File: src/rtl/xonxoff_fc.sv
module xonxoff_fc #(
  parameter int W = 8
) (
  input  logic         clk,
  input  logic         rst_n,
  input  logic [3:0]   ctrl,
  input  logic [W-1:0] xon1,
  input  logic [W-1:0] xon2,
  input  logic [W-1:0] xoff1,
  input  logic [W-1:0] xoff2,
  input  logic         rx_valid,
  input  logic [W-1:0] rx_byte,
  output logic         rx_out_valid,
  output logic [W-1:0] rx_out_byte,
  input  logic         tx_fifo_valid,
  input  logic [W-1:0] tx_fifo_byte,
  output logic         tx_fifo_pop,
  input  logic         tx_ready,
  output logic         tx_load,
  output logic [W-1:0] tx_byte,
  input  logic         send_stop,
  input  logic         send_resume
);
  localparam logic [1:0] S_IDLE = 2'd0, S_ON = 2'd1, S_OFF = 2'd2;

  logic [1:0]   st;
  logic [W-1:0] held, pend_b;
  logic         pend_v, halt;
  logic         req_pend, req_stop, sec_pend, sec_stop;
  logic [3:0]   ctrl_q;
  logic         m_on, m_off;

  wire [1:0] tm  = ctrl[3:2];
  wire [1:0] rm  = ctrl[1:0];
  wire       seq = &ctrl;

  always_comb begin
    m_on  = 1'b0;
    m_off = 1'b0;
    case (rm)
      2'b10: begin m_on = rx_byte == xon1; m_off = rx_byte == xoff1; end
      2'b01: begin m_on = rx_byte == xon2; m_off = rx_byte == xoff2; end
      2'b11: begin
        m_on  = (rx_byte == xon1)  || (rx_byte == xon2);
        m_off = (rx_byte == xoff1) || (rx_byte == xoff2);
      end
      default: ;
    endcase
  end

  wire i_start_off = seq && (rx_byte == xoff1);
  wire i_start_on  = seq && !i_start_off && (rx_byte == xon1);
  wire i_stop      = !seq && m_off;
  wire i_go        = !seq && !m_off && m_on;

  wire waiting = st != S_IDLE;
  wire abandon = waiting && (ctrl != ctrl_q);
  wire done    = waiting && !abandon && rx_valid &&
                 ((st == S_ON) ? (rx_byte == xon2) : (rx_byte == xoff2));
  wire flush   = waiting && (abandon || (rx_valid && !done));
  wire eval_b  = rx_valid && (!waiting || flush);

  always_ff @(posedge clk or negedge rst_n) begin
    if (!rst_n) begin
      st           <= S_IDLE;
      held         <= '0;
      pend_v       <= 1'b0;
      pend_b       <= '0;
      halt         <= 1'b0;
      ctrl_q       <= '0;
      rx_out_valid <= 1'b0;
      rx_out_byte  <= '0;
    end else begin
      ctrl_q       <= ctrl;
      rx_out_valid <= pend_v;
      pend_v       <= 1'b0;
      if (pend_v) rx_out_byte <= pend_b;
      if (flush) begin
        rx_out_valid <= 1'b1;
        rx_out_byte  <= held;
        st           <= S_IDLE;
      end
      if (done) begin
        st   <= S_IDLE;
        halt <= (st == S_OFF);
      end
      if (eval_b) begin
        if (i_start_off) begin
          st   <= S_OFF;
          held <= rx_byte;
        end else if (i_start_on) begin
          st   <= S_ON;
          held <= rx_byte;
        end else if (i_stop) begin
          halt <= 1'b1;
        end else if (i_go) begin
          halt <= 1'b0;
        end else if (flush) begin
          pend_v <= 1'b1;
          pend_b <= rx_byte;
        end else begin
          rx_out_valid <= 1'b1;
          rx_out_byte  <= rx_byte;
        end
      end
    end
  end

  wire ins_ok  = req_pend && (tm != 2'b00);
  wire sel_sec = sec_pend;
  wire sel_ins = !sec_pend && ins_ok;
  wire sel_dat = !sec_pend && !ins_ok && !halt && tx_fifo_valid;

  wire [W-1:0] c_first = req_stop ? ((tm == 2'b01) ? xoff2 : xoff1)
                                  : ((tm == 2'b01) ? xon2  : xon1);

  assign tx_load     = tx_ready && (sel_sec || sel_ins || sel_dat);
  assign tx_fifo_pop = tx_ready && sel_dat;
  assign tx_byte     = sel_sec ? (sec_stop ? xoff2 : xon2)
                     : sel_ins ? c_first : tx_fifo_byte;

  always_ff @(posedge clk or negedge rst_n) begin
    if (!rst_n) begin
      req_pend <= 1'b0;
      req_stop <= 1'b0;
      sec_pend <= 1'b0;
      sec_stop <= 1'b0;
    end else begin
      if (tm == 2'b00) req_pend <= 1'b0;
      else if (tx_ready && sel_ins) req_pend <= 1'b0;
      if (tx_ready && sel_sec) sec_pend <= 1'b0;
      if (tx_ready && sel_ins && tm == 2'b11) begin
        sec_pend <= 1'b1;
        sec_stop <= req_stop;
      end
      if ((send_stop || send_resume) && tm != 2'b00) begin
        req_pend <= 1'b1;
        req_stop <= send_stop;
      end
    end
  end
endmodule


File: config.mk
export PLATFORM = sky130hd
export DESIGN_NAME = xonxoff_fc
export DESIGN_NICKNAME = d
export VERILOG_FILES = /design/src/rtl/xonxoff_fc.sv
export SDC_FILE = /design/constraint.sdc
export NUM_CORES = 1
export LEC_CHECK = 0
export BUFFER_PORTS_ARGS = -buffer_cell sky130_fd_sc_hd__buf_4
export CAP_MARGIN = 40
export CORE_UTILIZATION = 35
export DETAILED_ROUTE_END_ITERATION = 6
export PLACE_DENSITY_LB_ADDON = 0.15
export RECOVER_POWER = 50
export SLEW_MARGIN = 20
export SYNTH_ARGS = -nofsm -noshare
export SYNTH_HDL_FRONTEND = slang
export SYNTH_SLANG_ARGS = --single-unit
File: constraint.sdc
create_clock -name clk -period 2.1 [get_ports clk]
set_input_delay 0.315 -clock clk [delete_from_list [all_inputs] [get_ports clk]]
set_output_delay 0.315 -clock clk [all_outputs]
set_load 0.02 [all_outputs]
==> impl_metrics.toml, run 1 <==
[outcome]
status = "complete, but fails checks"
violations = "negative setup slack"

[logic_synthesis]
yosysWarnings = 0
ys_seq_area_frac = 0.3324
avgSynthCellArea_um2 = 10.71
ys_async_sr_fraction = 1.000
synth_nets = 319
synth.top_cell.area_share = 0.3324
ys_seq_elements = 37
ys_types = 46
synth_flop_cell = "dfrtp_1"
synth_top_cell_by_area = "dfrtp_1"
netlist_instances = 260
synth.area.top_cells = "dfrtp_1, xnor2_1, mux2_2"
netlist_area_um2 = 2785
synth_edf_count = 0

[route]
vias = 2449
routedWlPerCell_um = 16.61
drt.antenna.violating_nets = 0
via_per_inst = 5.301
dr.pass1.iters = 4
drc = 0
drt_iter0_drc = 107
routed_wl_um = 7674

[setup_path]
worstReg2RegStart = "ctrl_q[3]"
slowest_stage = "mux4_2"
reg2reg_setup_slack_ns = 0.06
start_kind = "register"
crit_family = "multiplexers"
crit_buf_inv = 2
reg2regPathDepth = 6
critPathKind = "reg2out"
crit_path_max_incr_delay_ns = 0.50
critPathMaxFanout = 9
critical_path_required_ns = 1.78
cp-end-kind = "output port"
cp.arrival_ns = 1.88
cp_cell_sequence = "buf_12 > mux4_2 > mux2_4 > nor2_2 > a21oi_1 > buf_4"
timing.rr.end = "pend_b[1]"

[cts]
root_buffer = "clkbuf_8"
numCtsBuffers = 5
clockBufferDepth = 2
holdBufCountCts = 0
clock_latency_ns = 0.29
clock-sinks = 37
cts_tree = "yes"
path_clk_slew_ns = 0.09
htreeDepth = 2

[placement]
place_area_um2 = 3665
port_buffers = 77
dp_hpwl_um = 6005
dpl.cell_count = 453
place_congestion = 0.8757

[power_and_ir_drop]
leakage_nw = 1.638
vdd_drop_max_uv = 352.7
power.share.switching = 0.3200
p_clk_frac = 0.256
p_comb_frac = 0.340
power_density_nw_per_um2 = 532.4
p_int_mw = 1.362
p_seq_frac = 0.404
p_sw_uw = 640.7

[timing]
max_freq_mhz = 455.1
fin_ws_ns = -0.09728
rsz0062_at_grt = "yes"
finalSetupTns_ns = -0.6114
period_needed_ns = 2.197
hold_viol = 0
setup_viol_count_final = 8
report.final.slew_viol_count = 0
worstMarginPinSlew_ns = 0.9784
finalCritPeriodShare = 1.046
relSlewSlack = 0.3477
fin_skew_ns = 0.01029
fin_hold_ws_ns = 0.1715

[global_routing]
antenna_found_initial = 0
grt_max_degree = 38
grt_use_total = 0.1913
overflow = 0
grt_pass1_wl_um = 12450
grt_pass1_vias = 2512

[cells_and_area]
antenna_cells = 0
layout.nets = 418
areaGrowthSynthToFinish_pct = 35.04
regArea_um2 = 925.9
multi_input_area_um2 = 1728
final_common_cell = "buf_4"
instances_no_fill = 462
drive_gt1_frac = 0.4750
final_cell_mix = "buf_4, dfrtp_1, xnor2_1"
n_fill_cell = 742
fin_area_um2 = 3761

[floorplan]
die_w_um = 91.21
num_rows = 32
initial_core_util = 0.3604
ios = 78
core_area_um2 = 7727
die_y_um = 91.21
dieArea_um2 = 8318

[min_path]
hold_class = "in2async"

[job]
drv_cap = 0
-- what timing repair did --
item	4_1_cts	5_1_grt
pin swaps	1	2
setup buffers	1	0
gates resized for setup	0	4
gates cloned	0	0
setup endpoints to repair	8	12
hold endpoints to repair	0	0
-- state kept, by name (all words and copies together) (netlist names) --
register	cells
pend_v	1
sec_pend	1
rx_out_valid	1
st	2
sec_stop	1
req_pend	1
ctrl_q	4
req_stop	1
held	8
pend_b	8
halt	1
rx_out_byte	8
-- per-stage QoR --
step | util | setup slack [ns] | total power, mW
global placement | 0.4743 | -0.06525 | 1.496
CTS | 0.4869 | -0.1068 | 2.025
detailed placement | 0.4743 | -0.08473 | 1.503
global route | 0.4867 | -0.1803 | 2.118
finish | 0.4867 | -0.09728 | 2.002
floorplan | - | -0.004393 | 1.225
-- layout make-up --
| cell class | instances | area share |
|---|---|---|
| inverters | 3 | 0.002994 |
| clock buffers | 5 | 0.01830 |
| repair buffers | 116 | 0.2335 |
| multi-input cells | 196 | 0.4594 |
| well taps | 102 | 0.03393 |
| flip-flops and latches | 37 | 0.2462 |
| clock inverters | 3 | 0.005655 |
-- worst reg2reg max path: cells and delay by family, from the launching register on --
family | cells | cell delay (ns)
muxes | 1 | 0.31
xor gates and xnor gates | 1 | 0.17
and+or+nand+nor | 4 | 1.05
DFF | 1 | 0.40
-- worst max path at each step --
stage	from	to	cells after the start
floorplan	rx_byte[7]	pend_b[0]	9
global placement	rx_byte[2]	pend_b[5]	7
detailed placement	rx_byte[2]	pend_b[0]	7
CTS	req_stop	tx_byte[2]	6
global route	req_stop	tx_byte[2]	6
finish	req_stop	tx_byte[6]	6
-- power by group through the flow --
| stage | clock (mW) | combinational, mW | sequential [mW] |
|---|---|---|---|
| final | 0.513 | 0.681 | 0.808 |
| after global routing | 0.565 | 0.738 | 0.816 |
| after CTS | 0.532 | 0.685 | 0.809 |
| after detailed placement | 0 | 0.680 | 0.823 |
| after global placement | 0 | 0.673 | 0.823 |
| after floorplan | 0 | 0.415 | 0.810 |
-- routing by layer --
metal  vias to the layer above  wire, µm  track usage  share of wire
li1                       1162         -            -              -
met5                         -         0            0              0
met2                        84      3682       0.3062           0.48
met3                        19       396      0.04104          0.052
met1                      1184      3426       0.2540           0.45
met4                         0       168      0.07011          0.022
-- kinds of logic (layout without fill, tap and decap cells) --
group | count (synthesis) | after routing | share of synthesized area
flops | 37 | 37 | 0.3324
mux | 43 | 43 | 0.2129
compound gates | 51 | 51 | 0.1217
simple gates | 66 | 66 | 0.1482
xor+xnor | 36 | 36 | 0.1213
buf+inv | 27 | 127 | 0.06335
-- synthesized netlist by cell type (3+ instances only) --
library cell / instances
mux4_2: 8
o21ai_0: 3
buf_2: 6
xor2_1: 8
inv_1: 3
buf_6: 9
nand2_1: 15
nor2b_1: 8
a211oi_1: 8
xnor2_2: 3
nor2_1: 9
a31oi_1: 8
mux2_4: 8
o31ai_1: 8
nor4_1: 8
a21oi_1: 11
nand3_1: 3
nand4_1: 8
xnor2_1: 25
mux2i_1: 9
dfrtp_1: 37
mux2_2: 18
clkbuf_1: 7
Note: power is estimated with default switching activity, not from simulation.
==> run 2, diff against run 1 <==
--- a/config.mk
+++ b/config.mk
@@ -5,13 +5,14 @@
 export SDC_FILE = /design/constraint.sdc
 export NUM_CORES = 1
 export LEC_CHECK = 0
+export ABC_AREA = 1
 export BUFFER_PORTS_ARGS = -buffer_cell sky130_fd_sc_hd__buf_4
 export CAP_MARGIN = 40
-export CORE_UTILIZATION = 35
+export CORE_UTILIZATION = 30
 export DETAILED_ROUTE_END_ITERATION = 6
 export PLACE_DENSITY_LB_ADDON = 0.15
 export RECOVER_POWER = 50
-export SLEW_MARGIN = 20
+export SLEW_MARGIN = 10
 export SYNTH_ARGS = -nofsm -noshare
 export SYNTH_HDL_FRONTEND = slang
 export SYNTH_SLANG_ARGS = --single-unit
==> impl_metrics.toml, run 2 <==
[cells_and_area]
layout.nets = 562
areaGrowthSynthToFinish_pct = 27.18
final_cell_mix = "nand2_1, buf_4, o21ai_0"
instances_no_fill = 633
drive_gt1_frac = 0.2758
antenna_cells = 0
fin_area_um2 = 3665
reg_top3 = "held x8, pend_b x8, rx_out_byte x8"
final_common_cell = "nand2_1"
final_util = 0.3947

[timing]
max_freq_mhz = 520.1
finalCritPeriodShare = 0.9155
fin_skew_ns = 0.009280
hold_viol = 0
period_needed_ns = 1.923
setup_viol_count_final = 0
rsz0062_at_grt = "no"
worstMarginPinSlew_ns = 0.9547
relSlewSlack = 0.3635
report.final.slew_viol_count = 0
finalSetupTns_ns = 0

[logic_synthesis]
synth.top_cell.area_share = 0.3213
yosys-top-cells-count = "nand2_1, o21ai_0, dfrtp_1"
ys_seq_area_frac = 0.3213
synth_top_cell_by_area = "dfrtp_1"
synth.area.top_cells = "dfrtp_1, nand2_1, o21ai_0"
synthAdderAreaFrac = 0
synth_top_family_by_area = "simple AND/OR/NAND/NOR gates"
synth_edf_count = 0
ys_seq_elements = 37
netlist_instances = 423
avgSynthCellArea_um2 = 6.812
ys_async_sr_fraction = 1.000
yosysMostFrequentCell = "nand2_1"
netlist_area_um2 = 2882
yosysWarnings = 0
synth_flop_cell = "dfrtp_1"
synth_nets = 482
muxShareOfSynthArea = 0.03474
synth_xor_area_frac = 0.06991
yosys.area_share.simple = 0.3530
synth_compound_area_frac = 0.1229
ys_types = 33

[cts]
numCtsBuffers = 5
htreeDepth = 2
root_buffer = "clkbuf_8"
clock_latency_ns = 0.29
path_clk_slew_ns = 0.08
post-cts-setup-buffers = 0
cts_tree = "yes"
cts_resized = 0
clock-sinks = 37
holdBufCountCts = 0
clockBufferDepth = 2

[route]
drt.antenna.violating_nets = 0
dr.pass1.iters = 4
drc = 0
vias = 2865
routedWlPerCell_um = 13.02
via_per_inst = 4.526
routed_wl_um = 8241
drt_iter0_drc = 144

[placement]
dpl.cell_count = 625
place_area_um2 = 3585
port_buffers = 77
place_congestion = 0.8444
dp_hpwl_um = 6837

[floorplan]
initial_core_util = 0.3104
die_w_um = 100.0
dieArea_um2 = 10000
ios = 78
die_y_um = 100.0
num_rows = 35
core_area_um2 = 9284

[setup_path]
crit_family = "simple AND/OR/NAND/NOR gates"
crit_buf_inv = 1
cp_cell_sequence = "xor2_1 > nor2_1 > nand3_1 > nor2_2 > nand3_4 > nand2_4 > nand2_2 > nand2_2 > inv_2 > nand2_2 > nand2_1 > o21ai_2"
critical_path_required_ns = 2.32
slowest_stage = "dfrtp_1"
critPathKind = "reg2reg"
crit_path_max_incr_delay_ns = 0.38
cp-end-kind = "register"
start_kind = "register"
critPathMaxFanout = 12
path_common_cell = "nand2_2"
cp.arrival_ns = 2.14

[power_and_ir_drop]
vdd_drop_max_uv = 184.1
leakage_nw = 1.871
power_mw = 2.018
power_density_nw_per_um2 = 550.6

[job]
drv_cap = 0

[outcome]
status = "finished clean"

[global_routing]
antenna_found_initial = 0
grt_max_degree = 38
grt_pass1_vias = 2766
grt_pass1_wl_um = 13720
overflow = 0
grt_use_total = 0.1756

[min_path]
hold_class = "in2async"
==> run 2: changes by cell type after synthesis, moves of 10 or more <==
cell / change
mux2_2: -10
nor2_1: +19
nand3_1: +23
nand2_2: +15
inv_1: +26
nand2_1: +131
o21ai_0: +40
==> run 2: metrics by stage <==
stage	setup WS, ns	hold slack (ns)
2_1_floorplan	0.2967	0.01941
3_3_place_gp	0.02969	0.3191
3_5_place_dp	0.01585	0.3186
4_1_cts	0.1610	0.002844
5_1_grt	0.02507	0.1770
6_report	0.1774	0.1639
==> run 2: metal layers <==
layer  global-route usage  part of all wire
met5                    0                 0
met4              0.05128             0.012
met3              0.02855             0.043
met2               0.2907              0.45
met1               0.2363              0.49
==> run 2: logic make-up (layout without fill, tap and decap cells) <==
kind of cell	count (synthesis)	count (layout)
simple gates	231	231
mux	9	9
compound gates	66	66
buf+inv	57	138
flops	37	37
xor+xnor	23	23
==> run 2: worst paths after layout <==
path | start | endpoint | slack [ns] | depth (start not counted)
setup / recovery | ctrl_q[3] | pend_b[1] | 0.18 | 12
hold / removal | rst_n | held[2] | 0.16 | 1
setup reg to reg | ctrl_q[3] | pend_b[1] | 0.18 | 12
hold reg to reg | held[7] | held[7] | 0.48 | 2
max in group asynchronous | rst_n | st[1] | 1.35 | 1
min in group clk | ctrl[2] | ctrl_q[2] | 0.19 | 1
==> run 2: area by class of cell <==
| type | count | area, µm² |
|---|---|---|
| Inverter | 41 | 156.4 |
| Clock inverter | 1 | 5.005 |
| Tap cell | 129 | 161.4 |
| Clock buffer | 7 | 96.34 |
| Multi-Input combinational cell | 329 | 1673 |
| Sequential cell | 37 | 925.9 |
| Fill cell | 1014 | 5619 |
| Timing Repair Buffer | 89 | 646.9 |
==> run 2: worst reg2reg max path, stage by stage (launching register included) <==
cell and delay (ns):
dfrtp_1 0.38, xor2_1 0.16, nor2_1 0.19, nand3_1 0.12, nor2_2 0.14, nand3_4 0.12, nand2_4 0.11, nand2_2 0.06
nand2_2 0.13, inv_2 0.05, nand2_2 0.22, nand2_1 0.10, o21ai_2 0.07
==> run 2: where the power goes <==
| part | switching [mW] | leakage [nW] | total (mW) | internal [mW] |
|---|---|---|---|---|
| logic | 0.367 | 1.34 | 0.651 | 0.284 |
| clock network | 0.256 | 0.0542 | 0.553 | 0.297 |
| registers | 0.0531 | 0.473 | 0.814 | 0.761 |
==> run 3, diff against run 2 <==
--- a/config.mk
+++ b/config.mk
@@ -5,11 +5,11 @@
 export SDC_FILE = /design/constraint.sdc
 export NUM_CORES = 1
 export LEC_CHECK = 0
-export ABC_AREA = 1
 export BUFFER_PORTS_ARGS = -buffer_cell sky130_fd_sc_hd__buf_4
 export CAP_MARGIN = 40
 export CORE_UTILIZATION = 30
 export DETAILED_ROUTE_END_ITERATION = 6
+export MAX_ROUTING_LAYER = met4
 export PLACE_DENSITY_LB_ADDON = 0.15
 export RECOVER_POWER = 50
 export SLEW_MARGIN = 10
==> impl_metrics.toml, run 3 (synthesis gave the netlist of run 1 again) <==
[job]
drv_cap = 0

[cells_and_area]
instances_no_fill = 471
layout.nets = 421
antenna_cells = 0
final_util = 0.4313
fin_area_um2 = 3816
final_cell_mix = "buf_4, dfrtp_1, xnor2_1"
reg_top3 = "held x8, pend_b x8, rx_out_byte x8"
final_common_cell = "buf_4"
areaGrowthSynthToFinish_pct = 37.02
drive_gt1_frac = 0.4848

[min_path]
hold_class = "in2async"

[global_routing]
grt_pass1_vias = 2483
overflow = 0
grt_use_total = 0.1760
antenna_found_initial = 0
grt_pass1_wl_um = 12980
grt_max_degree = 38

[placement]
port_buffers = 77
place_congestion = 0.9080
dp_hpwl_um = 6317
dp_slack_ns = -0.08761
place_area_um2 = 3692
dpl.cell_count = 460

[timing]
max_freq_mhz = 455.2
setup_viol_count_final = 8
fin_ws_ns = -0.09706
finalCritPeriodShare = 1.046
report.final.slew_viol_count = 0
hold_viol = 0
worstMarginPinSlew_ns = 0.9511
period_needed_ns = 2.197
fin_hold_ws_ns = 0.1677
fin_skew_ns = 0.005488
relSlewSlack = 0.3659
rsz0062_at_grt = "yes"

[setup_path]
critical_path_required_ns = 1.78
cp_cell_sequence = "buf_12 > mux4_2 > mux2_4 > nor2_2 > a21oi_1 > buf_4"
crit_start = "req_stop"
reg2regPathDepth = 6
slowest_stage = "mux4_2"
start_kind = "register"
cp-end-kind = "output port"
critPathKind = "reg2out"
crit_path_max_incr_delay_ns = 0.48
crit_family = "multiplexers"
cp.arrival_ns = 1.88
path_depth = 6
critPathMaxFanout = 8
worstReg2RegStart = "ctrl_q[3]"
crit_buf_inv = 2

[cts]
path_clk_slew_ns = 0.08
clockBufferDepth = 2
cts_tree = "yes"
root_buffer = "clkbuf_8"
numCtsBuffers = 5
clock_latency_ns = 0.28
holdBufCountCts = 0
htreeDepth = 2
clock-sinks = 37

[floorplan]
ios = 78
die_w_um = 98.36
initial_core_util = 0.3148
die_y_um = 98.36
num_rows = 34
core_area_um2 = 8848
dieArea_um2 = 9674

[route]
drt_iter0_drc = 122
vias = 2447
routedWlPerCell_um = 17.33
dr.pass1.iters = 7
drc = 6
via_per_inst = 5.195
routed_wl_um = 8161
drt.antenna.violating_nets = 0

[outcome]
status = "complete, but fails checks"
violations = "design-rule violations, negative setup slack"

[power_and_ir_drop]
leakage_nw = 1.667
power_density_nw_per_um2 = 523.8
vdd_drop_max_uv = 208.9
[run 3: changes by cell type in the layout (fill, tap and decap cells not counted), moves of 9 or more]
cell,previous run,this run
nand2_2,15,0
nand2_1,146,15
o21ai_0,43,3
nor2_1,28,8
inv_1,29,3
mux2_4,0,9
nand3_1,26,3
inv_2,9,0
mux2_2,8,17
buf_4,83,110
[run 3: power by group]
group	switching (mW)	internal, mW
combinational	0.317	0.379
sequential	0.0578	0.757
clock	0.257	0.230
[run 3: routing by layer]
layer	vias up	wire length, µm	part of all wire	global-route usage
met4	0	40	0.0049	0.02411
met1	1209	3723	0.46	0.2398
met3	4	382	0.047	0.02935
met2	58	4014	0.49	0.2817
li1	1176	-	-	-
met5	-	0	0	-
[run 3: what timing repair did]
| item | CTS | global route |
|---|---|---|
| setup buffers | 2 | 0 |
| gates cloned | 0 | 1 |
| pin swaps | 4 | 4 |
| endpoints found under the setup margin | 8 | 28 |
| resized for setup | 3 | 5 |
[run 3: worst register-to-register path, stage by stage, from the launching register on]
cell and delay (ns):
dfrtp_1 0.40, xnor2_2 0.17, nand4_1 0.18, or4_4 0.46, and3_4 0.18, and4_4 0.22, mux2_4 0.31
[run 3: path summary, 6_finish.rpt]
| kind | to | slack [ns] |
|---|---|---|
| max in group asynchronous | req_stop | 1.29 |
| min in group clk | sec_pend | 0.23 |
| hold reg to reg | rx_out_byte[0] | 0.48 |
| hold / removal | ctrl_q[0] | 0.17 |
| setup reg to reg | pend_b[2] | 0.07 |
| setup / recovery | tx_byte[6] | -0.1 |
[run 3: final cells by class]
cell class / count / area [µm²]
Multi-Input combinational cell: 197 / 1747
Timing Repair Buffer: 118 / 913.4
Tap cell: 108 / 135.1
Fill cell: 897 / 5032
Clock buffer: 6 / 72.57
Sequential cell: 37 / 927.1
Inverter: 3 / 11.26
Clock inverter: 2 / 10.01
[run 3: per-stage QoR]
stage / setup TNS, ns / total power, mW
3_5_place_dp: -0.8596 / 1.519
6_report: -0.5541 / 1.999
2_1_floorplan: -0.03514 / 1.225
3_3_place_gp: -0.7345 / 1.510
4_1_cts: -0.7277 / 2.015
5_1_grt: -1.325 / 2.099
